`src/rtl/rxf_pkg.sv`:
```
package rxf_pkg;

   localparam int CRC_W          = 32;
   localparam int CFG_EN_BIT     = 0;
   localparam int CFG_PROMISC_BIT = 6;
   localparam int CFG_HASH_BIT   = 11;

   typedef enum logic [2:0] {
      RSN_NONE     = 3'd0,
      RSN_PROMISC  = 3'd1,
      RSN_STATION  = 3'd2,
      RSN_BCAST    = 3'd3,
      RSN_HASH     = 3'd4,
      RSN_DISABLED = 3'd5,
      RSN_SHORT    = 3'd6
   } rsn_e;

   // one byte through a reflected CRC, low bit first
   function automatic logic [CRC_W-1:0] crc_step(input logic [CRC_W-1:0] c,
                                                 input logic [7:0]       b,
                                                 input logic [CRC_W-1:0] poly);
      logic [CRC_W-1:0] r;
      r = c ^ {{(CRC_W-8){1'b0}}, b};
      for (int k = 0; k < 8; k++) begin
         r = r[0] ? ((r >> 1) ^ poly) : (r >> 1);
      end
      return r;
   endfunction

endpackage

```
`src/rtl/rxf_capture.sv`:
```
module rxf_capture #(
   parameter int ADDR_BYTES = 6,
   localparam int IDX_W = $clog2(ADDR_BYTES + 1),
   localparam int DST_W = ADDR_BYTES * 8
) (
   input  logic             clk,
   input  logic             rst_n,
   input  logic             in_valid,
   input  logic             in_sof,
   input  logic             in_eof,
   input  logic [7:0]       in_data,
   output logic             take,
   output logic             first,
   output logic             last_hit,
   output logic             short_hit,
   output logic [DST_W-1:0] dst_now
);

   logic             active_q;
   logic [IDX_W-1:0] idx_q;
   logic [IDX_W-1:0] pos;
   logic [DST_W-1:0] dst_q;

   assign take      = in_valid && (in_sof || active_q);
   assign first     = in_valid && in_sof;
   assign pos       = in_sof ? '0 : idx_q;
   assign last_hit  = take && (pos == IDX_W'(ADDR_BYTES - 1));
   assign short_hit = take && in_eof && !last_hit;

   for (genvar i = 0; i < ADDR_BYTES; i++) begin : g_byte
      assign dst_now[i*8 +: 8] = (take && (pos == IDX_W'(i))) ? in_data
                                                               : dst_q[i*8 +: 8];
   end

   always_ff @(posedge clk) begin
      if (!rst_n) begin
         active_q <= 1'b0;
         idx_q    <= '0;
         dst_q    <= '0;
      end else if (take) begin
         dst_q    <= dst_now;
         idx_q    <= pos + IDX_W'(1);
         active_q <= !(last_hit || short_hit);
      end
   end

endmodule

```
`src/rtl/rxf_crc_acc.sv`:
```
module rxf_crc_acc
   import rxf_pkg::*;
#(
   parameter logic [CRC_W-1:0] POLY = 32'hEDB88320,
   parameter logic [CRC_W-1:0] INIT = 32'hFFFFFFFF
) (
   input  logic             clk,
   input  logic             rst_n,
   input  logic             take,
   input  logic             first,
   input  logic [7:0]       in_data,
   output logic [CRC_W-1:0] crc_now
);

   logic [CRC_W-1:0] crc_q;
   logic [CRC_W-1:0] base;

   assign base    = first ? INIT : crc_q;
   assign crc_now = crc_step(base, in_data, POLY);

   always_ff @(posedge clk) begin
      if (!rst_n) crc_q <= INIT;
      else if (take) crc_q <= crc_now;
   end

endmodule

```
`src/rtl/rxf_decide.sv`:
```
module rxf_decide
   import rxf_pkg::*;
#(
   parameter int ADDR_BYTES = 6,
   parameter int WORD_W     = 16,
   parameter int HASH_WORDS = 4,
   localparam int DST_W      = ADDR_BYTES * 8,
   localparam int BPW        = WORD_W / 8,
   localparam int HASH_N     = HASH_WORDS * WORD_W,
   localparam int HASH_IDX_W = $clog2(HASH_N)
) (
   input  logic                  clk,
   input  logic                  rst_n,
   input  logic                  last_hit,
   input  logic                  short_hit,
   input  logic                  en,
   input  logic                  promisc,
   input  logic                  hash_en,
   input  logic [DST_W-1:0]      cfg_station,
   input  logic [HASH_N-1:0]     cfg_hash,
   input  logic [DST_W-1:0]      dst_now,
   input  logic [HASH_IDX_W-1:0] hash_idx,
   output logic                  dec_valid,
   output logic                  dec_accept,
   output logic [2:0]            dec_reason
);

   logic [ADDR_BYTES-1:0] sta_eq;
   logic [ADDR_BYTES-1:0] ones;
   logic                  hash_hit;
   rsn_e                  rsn_next;
   logic                  fire;

   for (genvar i = 0; i < ADDR_BYTES; i++) begin : g_cmp
      localparam int WRD = i / BPW;
      localparam int OFF = (BPW - 1 - (i % BPW)) * 8;
      assign sta_eq[i] = dst_now[i*8 +: 8] == cfg_station[WRD*WORD_W + OFF +: 8];
      assign ones[i]   = &dst_now[i*8 +: 8];
   end

   assign hash_hit = cfg_hash[hash_idx];
   assign fire     = last_hit || short_hit;

   always_comb begin
      if (!en)                     rsn_next = RSN_DISABLED;
      else if (short_hit)          rsn_next = RSN_SHORT;
      else if (promisc)            rsn_next = RSN_PROMISC;
      else if (&sta_eq)            rsn_next = RSN_STATION;
      else if (&ones)              rsn_next = RSN_BCAST;
      else if (hash_en && hash_hit) rsn_next = RSN_HASH;
      else                         rsn_next = RSN_NONE;
   end

   always_ff @(posedge clk) begin
      if (!rst_n) begin
         dec_valid  <= 1'b0;
         dec_accept <= 1'b0;
         dec_reason <= '0;
      end else begin
         dec_valid  <= fire;
         dec_accept <= fire && (rsn_next inside {RSN_PROMISC, RSN_STATION,
                                                 RSN_BCAST, RSN_HASH});
         dec_reason <= fire ? rsn_next : RSN_NONE;
      end
   end

endmodule

```
`src/rtl/rxaddr_filter.sv`:
```
module rxaddr_filter
   import rxf_pkg::*;
#(
   parameter int               ADDR_BYTES   = 6,
   parameter int               WORD_W       = 16,
   parameter int               HASH_WORDS   = 4,
   parameter int               CFG_W        = 16,
   parameter logic [CRC_W-1:0] CRC_POLY     = 32'hEDB88320,
   parameter logic [CRC_W-1:0] CRC_INIT     = 32'hFFFFFFFF,
   parameter bit               CRC_PER_BYTE = 1'b1,
   localparam int DST_W      = ADDR_BYTES * 8,
   localparam int HASH_N     = HASH_WORDS * WORD_W,
   localparam int HASH_IDX_W = $clog2(HASH_N)
) (
   input  logic              clk,
   input  logic              rst_n,
   input  logic              in_valid,
   input  logic              in_sof,
   input  logic              in_eof,
   input  logic [7:0]        in_data,
   input  logic [CFG_W-1:0]  cfg_rx,
   input  logic [DST_W-1:0]  cfg_station,
   input  logic [HASH_N-1:0] cfg_hash,
   output logic              dec_valid,
   output logic              dec_accept,
   output logic [2:0]        dec_reason
);

   if (WORD_W % 8 != 0) begin : g_bad_word
      $error("WORD_W must be a whole number of bytes");
   end
   if (DST_W % WORD_W != 0) begin : g_bad_sta
      $error("address must fill whole station words");
   end
   if ((1 << HASH_IDX_W) != HASH_N) begin : g_bad_hash
      $error("hash table size must be a power of two");
   end
   if (HASH_IDX_W > CRC_W) begin : g_bad_idx
      $error("hash index wider than the CRC");
   end
   if (CFG_W <= CFG_HASH_BIT) begin : g_bad_cfg
      $error("receive config too narrow");
   end

   logic             take, first, last_hit, short_hit;
   logic [DST_W-1:0] dst_now;
   logic [CRC_W-1:0] crc_now;
   logic             unused_cfg;

   assign unused_cfg = ^cfg_rx;

   rxf_capture #(.ADDR_BYTES(ADDR_BYTES)) u_capture (
      .clk       (clk),
      .rst_n     (rst_n),
      .in_valid  (in_valid),
      .in_sof    (in_sof),
      .in_eof    (in_eof),
      .in_data   (in_data),
      .take      (take),
      .first     (first),
      .last_hit  (last_hit),
      .short_hit (short_hit),
      .dst_now   (dst_now)
   );

   if (CRC_PER_BYTE) begin : g_crc_acc
      rxf_crc_acc #(.POLY(CRC_POLY), .INIT(CRC_INIT)) u_crc (
         .clk     (clk),
         .rst_n   (rst_n),
         .take    (take),
         .first   (first),
         .in_data (in_data),
         .crc_now (crc_now)
      );
   end else begin : g_crc_fold
      always_comb begin
         crc_now = CRC_INIT;
         for (int i = 0; i < ADDR_BYTES; i++) begin
            crc_now = crc_step(crc_now, dst_now[i*8 +: 8], CRC_POLY);
         end
      end
   end

   logic unused_crc_lo;
   assign unused_crc_lo = ^crc_now[CRC_W-HASH_IDX_W-1:0];

   rxf_decide #(
      .ADDR_BYTES (ADDR_BYTES),
      .WORD_W     (WORD_W),
      .HASH_WORDS (HASH_WORDS)
   ) u_decide (
      .clk         (clk),
      .rst_n       (rst_n),
      .last_hit    (last_hit),
      .short_hit   (short_hit),
      .en          (cfg_rx[CFG_EN_BIT]),
      .promisc     (cfg_rx[CFG_PROMISC_BIT]),
      .hash_en     (cfg_rx[CFG_HASH_BIT]),
      .cfg_station (cfg_station),
      .cfg_hash    (cfg_hash),
      .dst_now     (dst_now),
      .hash_idx    (crc_now[CRC_W-1 -: HASH_IDX_W]),
      .dec_valid   (dec_valid),
      .dec_accept  (dec_accept),
      .dec_reason  (dec_reason)
   );

endmodule

```
`config.mk`:
```
export PLATFORM = sky130hd
export DESIGN_NAME = rxaddr_filter
export DESIGN_NICKNAME = d
export VERILOG_FILES = /design/src/rtl/rxf_pkg.sv /design/src/rtl/rxf_capture.sv /design/src/rtl/rxf_crc_acc.sv /design/src/rtl/rxf_decide.sv /design/src/rtl/rxaddr_filter.sv
export SDC_FILE = /design/constraint.sdc
export NUM_CORES = 1
export LEC_CHECK = 0
export ABC_AREA = 1
export CORE_UTILIZATION = 51
export DETAILED_ROUTE_END_ITERATION = 6
export PLACE_DENSITY = 0.94
export SYNTH_ARGS = -nofsm -noshare
export SYNTH_HDL_FRONTEND = slang
export SYNTH_SLANG_ARGS = --single-unit
```
`constraint.sdc`:
```
create_clock -name clk -period 3.75 [get_ports clk]
set_clock_uncertainty 0.2 [all_clocks]
set_input_delay 0.375 -clock clk [delete_from_list [all_inputs] [get_ports clk]]
set_output_delay 0.375 -clock clk [all_outputs]
set_load 0.02 [all_outputs]
```
==> results.yml, run 1 <==
cts:
  cts_tree: "yes"
  htreeDepth: 3
  clkSinkCount: 89
  insertion_delay_ps: 340
  clk_pin_slew_ps: 60
  cts_root_buf: "clkbuf_16"
  ctsHoldBuffers: 0
  numCtsBuffers: 9
  cts.path.max_buffers: 2
floorplanning:
  ios: 146
  start_util_pct: 52.42
  die_y_microns: 110.3
  die_w_microns: 110.3
  core_sq_um: 11420
  rows: 39
  dieArea_sq_um: 12170
sta:
  max-slew-margin-rel_pct: 65.10
  slew_violations: 0
  hold-worst-slack_ps: 276.7
  setup_tns_ps: 0
  fin_crit_ps: 3492
  hold_violations: 0
  setup_viol: 0
  fmaxAchievable_mhz: 286.4
  max_slew.worst_pin.slew_ps: 519.8
  post-route-period-util_pct: 93.12
  rsz0062_at_grt: "false"
  layout_setup_ws_ps: 258.2
setup_path:
  rrSetupSlack_ps: 580
  worstSetupPathType: "primary input to flip-flop"
  critPathCaptureType: "flip-flop"
  start_kind: "primary input"
  crit_required_ps: 3780
  r2r_cells: 23
  cp_max_fo: 12
  worstReg2RegStart: "u_capture.idx_q[0]"
  crit_path_start: "in_sof"
  critPathMaxStageDelay_ps: 490
  worstPathArrival_ps: 3520
  cpMostUsedCell: "nand2_1"
  slowest_stage: "clkdlybuf4s50_1"
min_path:
  min-delay-start: "g_crc_acc.u_crc.crc_q[15]"
  hold_path_class: "flip-flop to flip-flop"
  holdPathStages: 1
synthesis:
  ys_warn_count: 0
  syn_inst: 890
  synth-seq-area-share_pct: 29.77
  synth_compound_gate_area_share_pct: 12.46
  synth_xor_area_share_pct: 11.10
  syn_nets: 1036
  muxShareOfSynthArea_pct: 0
  yosys.area_share.simple_pct: 37.27
  yosys.cell_types.count: 39
  synthesis.area_sq_um: 5986
  synth_top_family_by_area: "simple AND/OR/NAND/NOR gates"
  synthAdderAreaFrac_pct: 1.045
  synth-seq-cells: 89
  syn_avg_cell_area_sq_um: 6.726
layout:
  antenna_cells: 0
  syn_to_final_growth_pct: 28.57
  layout.cells.non_filler: 1162
  nFillCells: 925
  finalCoreUtilization_pct: 67.40
  multiInputGateArea_sq_um: 3709
  final_layout_size_suffix_gt1_share_pct: 10.70
  layout.area.seq_sq_um: 1782
  nets: 1160
place:
  place_inst: 1146
  hpwl_microns: 11870
  io_buffer_count: 132
  finalWeightedCongestion: 0.8387
  dp_slack_ps: -20.23
grt:
  grt_max_degree: 47
  antenna_found_initial: 0
  grt_pass1_wl_microns: 25730
  grt_usage_pct: 26.87
  grt_overflow: 0
  grt_pass1_vias: 5735
power_and_ir_drop:
  p_clk_share_pct: 28.2
  power.internal_w: 0.001935
  power_switching_w: 0.001096
  irDropWorstVdd_mv: 0.2167
  p_sw_share_pct: 36.17
  power.density_nw_per_um2: 393.9
  p_leak_nw: 3.352
  p_comb_share_pct: 37.8
  seqPwrFrac_pct: 34.0
detailed_routing:
  drt_wl_total_microns: 16280
  drt_iter0_markers: 611
  ant_nets: 0
  drc: 0
  wl_per_cell_microns: 14.01
  viasPerCell: 5.417
  via_count: 6295
  first_pass_iters: 5
run_status:
  status: "completed"
flow_run:
  cap_violations: 0
## cells in the mapped netlist, drive strengths merged
library cell	instances	area (sq um)
xor2	54	506.7
nand4	1	6.260
a21oi	38	235.2
nor4	9	56.30
o311ai	2	17.52
or2	10	62.56
xnor2	18	157.7
nand2	232	979.7
nand3b	2	15.01
nor2	114	427.9
buf	19	147.6
nand3	117	628.1
o211a	1	10.01
ha	5	62.56
dfxtp	89	1782
clkinv	3	11.26
o21ai	51	300.3
inv	73	274.0
a211o	3	26.28
nor3	11	55.05
o21a	1	7.510
o221ai	5	43.79
o211ai	14	105.1
clkbuf	18	67.56
## cell families (layout without fill, tap and decap cells)
| logic type | Yosys count | in the layout |
|---|---|---|
| and+or+nand+nor | 496 | 496 |
| AOI/OAI and AO/OA | 115 | 115 |
| buffers and inverters | 113 | 242 |
| DFF | 89 | 89 |
| xor gates and xnor gates | 72 | 72 |
| adders and majority gates | 5 | 5 |
## what timing repair did
item / CTS / global route
gates resized for setup: 0 / 2
setup endpoints to repair: 0 / 1
endpoints found under the hold margin: 0 / 0
setup buffers: 0 / 0
## stage by stage
stage,instance area [sq um],power (W)
6_report,7696,0.003031
5_1_grt,7696,0.003193
4_1_cts,7689,0.003020
3_5_place_dp,7406,0.002176
3_3_place_gp,7406,0.002145
2_1_floorplan,5986,0.001850
## metal layers
layer | GRT usage (%) | wire length (microns)
met5 | 0 | 0
met4 | 11.09 | 336
met3 | 5.409 | 1488
met2 | 47.03 | 7765
met1 | 31.92 | 6685
## cell usage in the layout (no fill, tap or decap), types with 4 or more instances in the layout
cell,count
buf_4,18
nand2_4,9
nor3_1,11
a21oi_2,12
a21oi_1,26
o211ai_1,14
ha_1,5
xnor2_1,18
nand2_2,12
inv_1,58
o21ai_1,16
clkdlybuf4s50_1,132
or2_2,7
nor2_1,114
nand3_1,113
dfxtp_1,89
o21ai_2,12
xor2_1,51
o21ai_0,23
clkinvlp_4,4
nand2_1,210
clkbuf_16,9
o221ai_1,5
inv_2,14
nor4_1,9
## sequential cells by signal, summed over array words and instances (netlist names)
name,cells
u_decide.dec_reason,3
u_capture.idx_q,3
u_decide.dec_valid,1
g_crc_acc.u_crc.crc_q,32
u_capture.active_q,1
u_decide.dec_accept,1
u_capture.dst_q,48
## worst max-delay path, delay by kind of cell
family	cells	cell delay, ps
compound gates	1	180
simple gates	18	1770
fa+ha+maj	1	230
buf+inv	5	950
## path summary, 6_finish.rpt
kind                               endpoint
setup / recovery        u_decide.dec_accept
hold / removal    g_crc_acc.u_crc.crc_q[15]
setup reg to reg        u_decide.dec_accept
hold reg to reg   g_crc_acc.u_crc.crc_q[15]
## power groups by stage
| stage | Clock, W | Combinational [W] | Sequential (W) |
|---|---|---|---|
| final | 0.000854 | 0.00115 | 0.00103 |
| after detailed placement | 0 | 0.00112 | 0.00105 |
| after global routing | 0.000896 | 0.00126 | 0.00104 |
| after CTS | 0.000856 | 0.00113 | 0.00103 |
| after floorplan | 0 | 0.000804 | 0.00105 |
| after global placement | 0 | 0.00110 | 0.00105 |
## area by class of cell
cell class / instances / share of cell area [%]
Multi-Input combinational cell: 688 / 48.19
Timing Repair Buffer: 150 / 18.92
Sequential cell: 89 / 23.15
Clock inverter: 6 / 0.5690
Tap cell: 143 / 2.325
Clock buffer: 10 / 3.105
Inverter: 76 / 3.739
(Power assumes the default switching activity.)
==> run 2, diff against run 1 <==
--- a/config.mk
+++ b/config.mk
@@ -6,9 +6,9 @@
 export NUM_CORES = 1
 export LEC_CHECK = 0
 export ABC_AREA = 1
-export CORE_UTILIZATION = 51
+export CORE_UTILIZATION = 25
 export DETAILED_ROUTE_END_ITERATION = 6
-export PLACE_DENSITY = 0.94
+export PLACE_DENSITY = 0.58
 export SYNTH_ARGS = -nofsm -noshare
 export SYNTH_HDL_FRONTEND = slang
 export SYNTH_SLANG_ARGS = --single-unit
==> run 2 against run 1 <==
Effect of this change: die area increased by 100%; critical path depth decreased by 2; worst hold slack worse by 17 ps; maximum frequency is 3.2% higher; sequential power barely moved; global-route usage is 12 points lower; register-to-register slack better by 100 ps; non-clock buffer count is 36 higher; largest cell class unchanged.
==> results.yml, run 2 (same netlist as run 1, synthesis figures left out) <==
detailed_routing:
  via_count: 5998
  maxUsedRoutingLayer: "met4"
  first_pass_iters: 4
  drt_wl_total_microns: 17560
  viasPerCell: 4.369
  drt_iter0_markers: 451
  wl_met3_microns: 1097
  drc: 0
  wl_met1_microns: 8649
  wl_per_cell_microns: 12.79
  ant_nets: 0
  wl_met2_microns: 7672
flow_run:
  cap_violations: 0
floorplanning:
  start_util_pct: 25.50
  rows: 56
  ios: 146
  die_y_microns: 156.7
  core_sq_um: 23470
  dieArea_sq_um: 24570
  die_w_microns: 156.7
setup_path:
  worstSetupPathType: "primary input to flip-flop"
  cp_max_fo: 11
  r2r_cells: 21
  crit_required_ps: 3790
  worstPathArrival_ps: 3430
  start_kind: "primary input"
  critPathCaptureType: "flip-flop"
cts:
  clk_pin_slew_ps: 60
  htreeDepth: 3
  cts_tree: "yes"
  numCtsBuffers: 9
  ctsHoldBuffers: 0
  clkSinkCount: 89
  cts.path.max_buffers: 2
  cts_root_buf: "clkbuf_16"
  insertion_delay_ps: 350
run_status:
  status: "completed"
layout:
  final_common_cell: "nand2_1"
  final_cell_area_sq_um: 8248
  nets: 1196
  reg_top3: "u_capture.dst_q (48), g_crc_acc.u_crc.crc_q (32)"
  layout_common_cells: "210 x nand2_1, 132 x clkdlybuf4s50_1, 114 x nor2_1"
  regMostFlops: "u_capture.dst_q"
  final_layout_size_suffix_gt1_share_pct: 13.66
  syn_to_final_growth_pct: 37.79
  largest_reg_flops: 48
  antenna_cells: 0
power_and_ir_drop:
  irDropWorstVdd_mv: 0.2391
  finalPower_w: 0.003204
  power.density_nw_per_um2: 388.5
  p_leak_nw: 3.549
sta:
  post-route-period-util_pct: 90.27
  max_slew.worst_pin.slew_ps: 547.4
  fin_crit_ps: 3385
  setup_viol: 0
  fmaxAchievable_mhz: 295.4
  slew_violations: 0
  hold_violations: 0
  max-slew-margin-rel_pct: 63.51
place:
  finalWeightedCongestion: 0.8050
  hpwl_microns: 13280
  io_buffer_count: 132
  place_area_sq_um: 7934
grt:
  grt_overflow: 0
  grt_pass1_vias: 5632
  antenna_found_initial: 0
  grt_max_degree: 49
  grt_usage_pct: 14.78
  grt_pass1_wl_microns: 28600
min_path:
  hold_path_class: "flip-flop to flip-flop"
  holdPathStages: 2
[run 2: cell count changes in the layout (fill, tap and decap cells not counted)]
cell        before  now
nand2_4          9    8
buf_12           0    3
bufinv_16        0    2
buf_4           18   51
nand2_2         12   13
a21oi_2         12   13
inv_4            1    0
a21oi_1         26   25
clkbuf_1         0    1
inv_2           14   15
clkbuf_8         1    0
clkinvlp_4       4    1
[run 2: per-layer routing]
metal / vias up / global-route usage (%)
li1: 3201 / -
met1: 2634 / 20.11
met2: 152 / 23.72
met3: 11 / 3.600
met4: 0 / 2.428
met5: - / 0
[run 2: area by class of cell]
class                           instances  area (sq um)
Clock inverter                          5         81.33
Tap cell                              319         399.1
Fill cell                            2510         15220
Inverter                               76         285.3
Clock buffer                           10         229.0
Sequential cell                        89          1782
Timing Repair Buffer                  186          1764
Multi-Input combinational cell        688          3707
[run 2: repair_timing]
item / 4_1_cts / 5_1_grt
setup endpoints to repair: 0 / 1
resized for setup: 0 / 1
endpoints found under the hold margin: 0 / 0
setup buffers: 0 / 0
[run 2: worst paths after layout]
path / start / end / slack, ps
worst max-delay path: in_sof / u_decide.dec_accept / 360
worst min-delay path: g_crc_acc.u_crc.crc_q[7] / g_crc_acc.u_crc.crc_q[7] / 260
worst max register to register: u_capture.idx_q[1] / u_decide.dec_accept / 680
worst min register to register: g_crc_acc.u_crc.crc_q[7] / g_crc_acc.u_crc.crc_q[7] / 260
[run 2: per-stage QoR]
| stage | hold WS, ps | setup slack [ps] | cells | TNS (ps) | utilization (%) |
|---|---|---|---|---|---|
| after global routing | 287.1 | -1.426 | 1373 | -1.426 | 35.14 |
| after detailed placement | 249.1 | -100.9 | 1358 | -100.9 | 33.80 |
| after global placement | 237.3 | -61.02 | 1358 | -61.02 | 33.80 |
| final | 259.3 | 364.8 | 1373 | 0 | 35.14 |
| after floorplan | 227.6 | 1016 | 890 | 0 | - |
| after CTS | 263.2 | 256.9 | 1373 | 0 | 35.12 |
[run 2: critical path, cell delays in order]
cell	delay, ps
clkdlybuf4s50_1	560
inv_2	70
nand2_1	90
inv_1	60
ha_1	200
ha_1	200
nand2_2	210
nor2_1	80
a21oi_2	200
or2_2	150
nand3_1	60
nor3_1	140
nand2_1	90
nor2_1	200
nand3_1	180
nand2_1	110
nand2_1	60
nand2_1	70
nand2_1	50
nor2_1	90
nand3_1	80
nand2_1	60
nor2_1	40
[run 2: report_power, final]
group	internal, W	switching [W]	total, W
Sequential	0.00100	0.0000261	0.00103
Combinational	0.000510	0.000695	0.00121
Clock	0.000580	0.000388	0.000969
==> run 3, diff against run 2 <==
--- a/config.mk
+++ b/config.mk
@@ -9,6 +9,7 @@
 export CORE_UTILIZATION = 25
 export DETAILED_ROUTE_END_ITERATION = 6
 export PLACE_DENSITY = 0.58
+export SLEW_MARGIN = 5
 export SYNTH_ARGS = -nofsm -noshare
 export SYNTH_HDL_FRONTEND = slang
 export SYNTH_SLANG_ARGS = --single-unit
==> constraint.sdc (replaced) <==
create_clock -name clk -period 3.28 [get_ports clk]
set_clock_uncertainty 0.2 [all_clocks]
set_input_delay 0.328 -clock clk [delete_from_list [all_inputs] [get_ports clk]]
set_output_delay 0.328 -clock clk [all_outputs]
set_load 0.02 [all_outputs]
==> run 3 against run 2 <==
Effect of this change: clock power rose by 15%; cell area rose by 7.9%; largest cell class unchanged; wire length rose by 3.8%; critical path type is now flip-flop to flip-flop; sequential share of layout area fell by 1.6 points; worst hold slack improved by 9.7 ps; sequential power rose by 15%; combinational power rose by 31%; core utilization rose by 2.8 points; die area did not move.
==> results.yml, run 3 (same netlist as run 1, synthesis figures left out) <==
floorplanning:
  core_sq_um: 23470
  start_util_pct: 25.50
  ios: 146
  die_y_microns: 156.7
  rows: 56
  die_w_microns: 156.7
  dieArea_sq_um: 24570
power_and_ir_drop:
  p_sw_share_pct: 33.47
  seqPwrFrac_pct: 30.5
  power.density_nw_per_um2: 434.7
  p_leak_nw: 3.920
  p_comb_share_pct: 41.0
  power.internal_w: 0.002573
  finalPower_w: 0.003867
  power_switching_w: 0.001294
  irDropWorstVdd_mv: 0.2854
  p_clk_share_pct: 28.6
cts:
  clkSinkCount: 89
  numCtsBuffers: 9
  cts.path.max_buffers: 2
  clk_pin_slew_ps: 60
  htreeDepth: 3
  cts_root_buf: "clkbuf_16"
  cts_tree: "yes"
  insertion_delay_ps: 350
place:
  finalWeightedCongestion: 0.7623
  hpwl_microns: 13830
  dp_slack_ps: -356.0
  place_inst: 1425
  io_buffer_count: 132
layout:
  largest_reg_flops: 48
  final_layout_size_suffix_gt1_share_pct: 19.06
  reg_top3: "u_capture.dst_q (48), g_crc_acc.u_crc.crc_q (32)"
  final_common_cell: "nand2_1"
  regMostFlops: "u_capture.dst_q"
  layout_common_cells: "210 x nand2_1, 130 x clkdlybuf4s50_1, 113 x nor2_1, 113 x nand3_1, 110 x buf_4"
  nFillCells: 2464
  nets: 1265
  layout.cells.non_filler: 1442
  antenna_cells: 0
  syn_to_final_growth_pct: 48.62
sta:
  hold_violations: 0
  slew_violations: 0
  max_slew.worst_pin.slew_ps: 544.9
  hold-worst-slack_ps: 269.1
  post-route-period-util_pct: 90.01
  max-slew-margin-rel_pct: 63.67
  layout_setup_ws_ps: 327.6
  setup_viol: 0
  setup_tns_ps: 0
  rsz0062_at_grt: "false"
  fin_crit_ps: 2952
  fmaxAchievable_mhz: 338.7
grt:
  antenna_found_initial: 0
  grt_usage_pct: 15.19
  grt_max_degree: 49
  grt_pass1_vias: 5817
  grt_overflow: 0
  grt_pass1_wl_microns: 29200
setup_path:
  cpMostUsedCell: "nand2_1"
  slowest_stage: "dfxtp_1"
  cp_top_family: "simple AND/OR/NAND/NOR gates"
  critPathMaxStageDelay_ps: 330
  worstSetupPathType: "flip-flop to flip-flop"
  worstReg2RegStart: "u_capture.idx_q[0]"
  worstPathArrival_ps: 3000
  worst-path-buf-inv: 3
  start_kind: "flip-flop"
  cp_max_fo: 15
  timing.rr.end: "u_decide.dec_accept"
  rrSetupSlack_ps: 330
  critPathCaptureType: "flip-flop"
  r2r_cells: 22
  crit_chain: "nand2_1 > inv_1 > ha_1 > ha_1 > nand2_2 > buf_12 > buf_4 > o21ai_2 > xnor2_1 > nand3_1 > nor3_1 > nand2_1 > nor2_1 > nand3_1 > nand2_1 > nand2_1 > nand2_1 > nand2_1 > nor2_1 > nand3_1 > nand2_1 > nor2_1"
  crit_required_ps: 3320
flow_run:
  cap_violations: 0
min_path:
  holdPathStages: 2
  min-delay-start: "g_crc_acc.u_crc.crc_q[7]"
  holdPathEnd: "g_crc_acc.u_crc.crc_q[7]"
  hold_path_class: "flip-flop to flip-flop"
run_status:
  status: "completed"
detailed_routing:
  via_count: 6336
  drt_wl_total_microns: 18240
  wl_per_cell_microns: 12.65
  ant_nets: 0
  drt_iter0_markers: 386
  drc: 0
  first_pass_iters: 5
  viasPerCell: 4.394
## run 3: area by class of cell
cell class,count,area (sq um),area share (%)
timing repair buffer,253,2356,26.48
tap,319,399.1,4.487
sequential,89,1782,20.03
clock buffer,12,246.5,2.771
multi-input combinational,690,3757,42.24
inverter,76,290.3,3.263
clock inverter,3,65.06,0.7314
## run 3: how the worst max path moves through the flow
stage	from	end	slack, ps	cells past startpoint
floorplan	in_sof	u_decide.dec_accept	590	25
global placement	in_sof	u_decide.dec_accept	-290	24
detailed placement	in_sof	u_decide.dec_accept	-360	25
CTS	in_sof	u_decide.dec_accept	0.2	25
global route	in_data[1]	u_decide.dec_accept	10	22
finish	u_capture.idx_q[0]	u_decide.dec_accept	330	22
## run 3: routing by layer
| metal | up-vias | wire length (microns) | part of all wire [%] | global-route usage, % |
|---|---|---|---|---|
| met2 | 185 | 8070 | 44 | 24.85 |
| met3 | 14 | 1059 | 5.8 | 2.188 |
| met5 | - | 0 | 0 | 0 |
| li1 | 3356 | - | - | - |
| met4 | 0 | 255 | 1.4 | 5.182 |
| met1 | 2781 | 8850 | 49 | 20.28 |
## run 3: tightest hold or removal path, delay by kind of cell (launching register included)
kind / cells / cell delay [ps]
AO/OA/AOI/OAI: 1 / 60
flip-flops: 1 / 330
AND/OR/NAND/NOR: 1 / 50
## run 3: through the flow
step,instance area [sq um],util [%]
final,8896,37.90
after global routing,8896,37.90
after CTS,8836,37.64
after detailed placement,8524,36.32
after global placement,8524,36.32
after floorplan,5986,-
## run 3: power by group through the flow
stage          logic [W]  registers, W  clock network (W)
2_1_floorplan   0.000919       0.00120                  0
3_3_place_gp     0.00155       0.00120                  0
3_5_place_dp     0.00156       0.00120                  0
4_1_cts          0.00157       0.00118            0.00113
5_1_grt          0.00177       0.00119            0.00118
6_report         0.00158       0.00118            0.00111
## run 3: timing repair
item	CTS	global route
hold buffers	0	0
endpoints found under the setup margin	0	4
buffers inserted	0	0
gates resized for setup	0	11
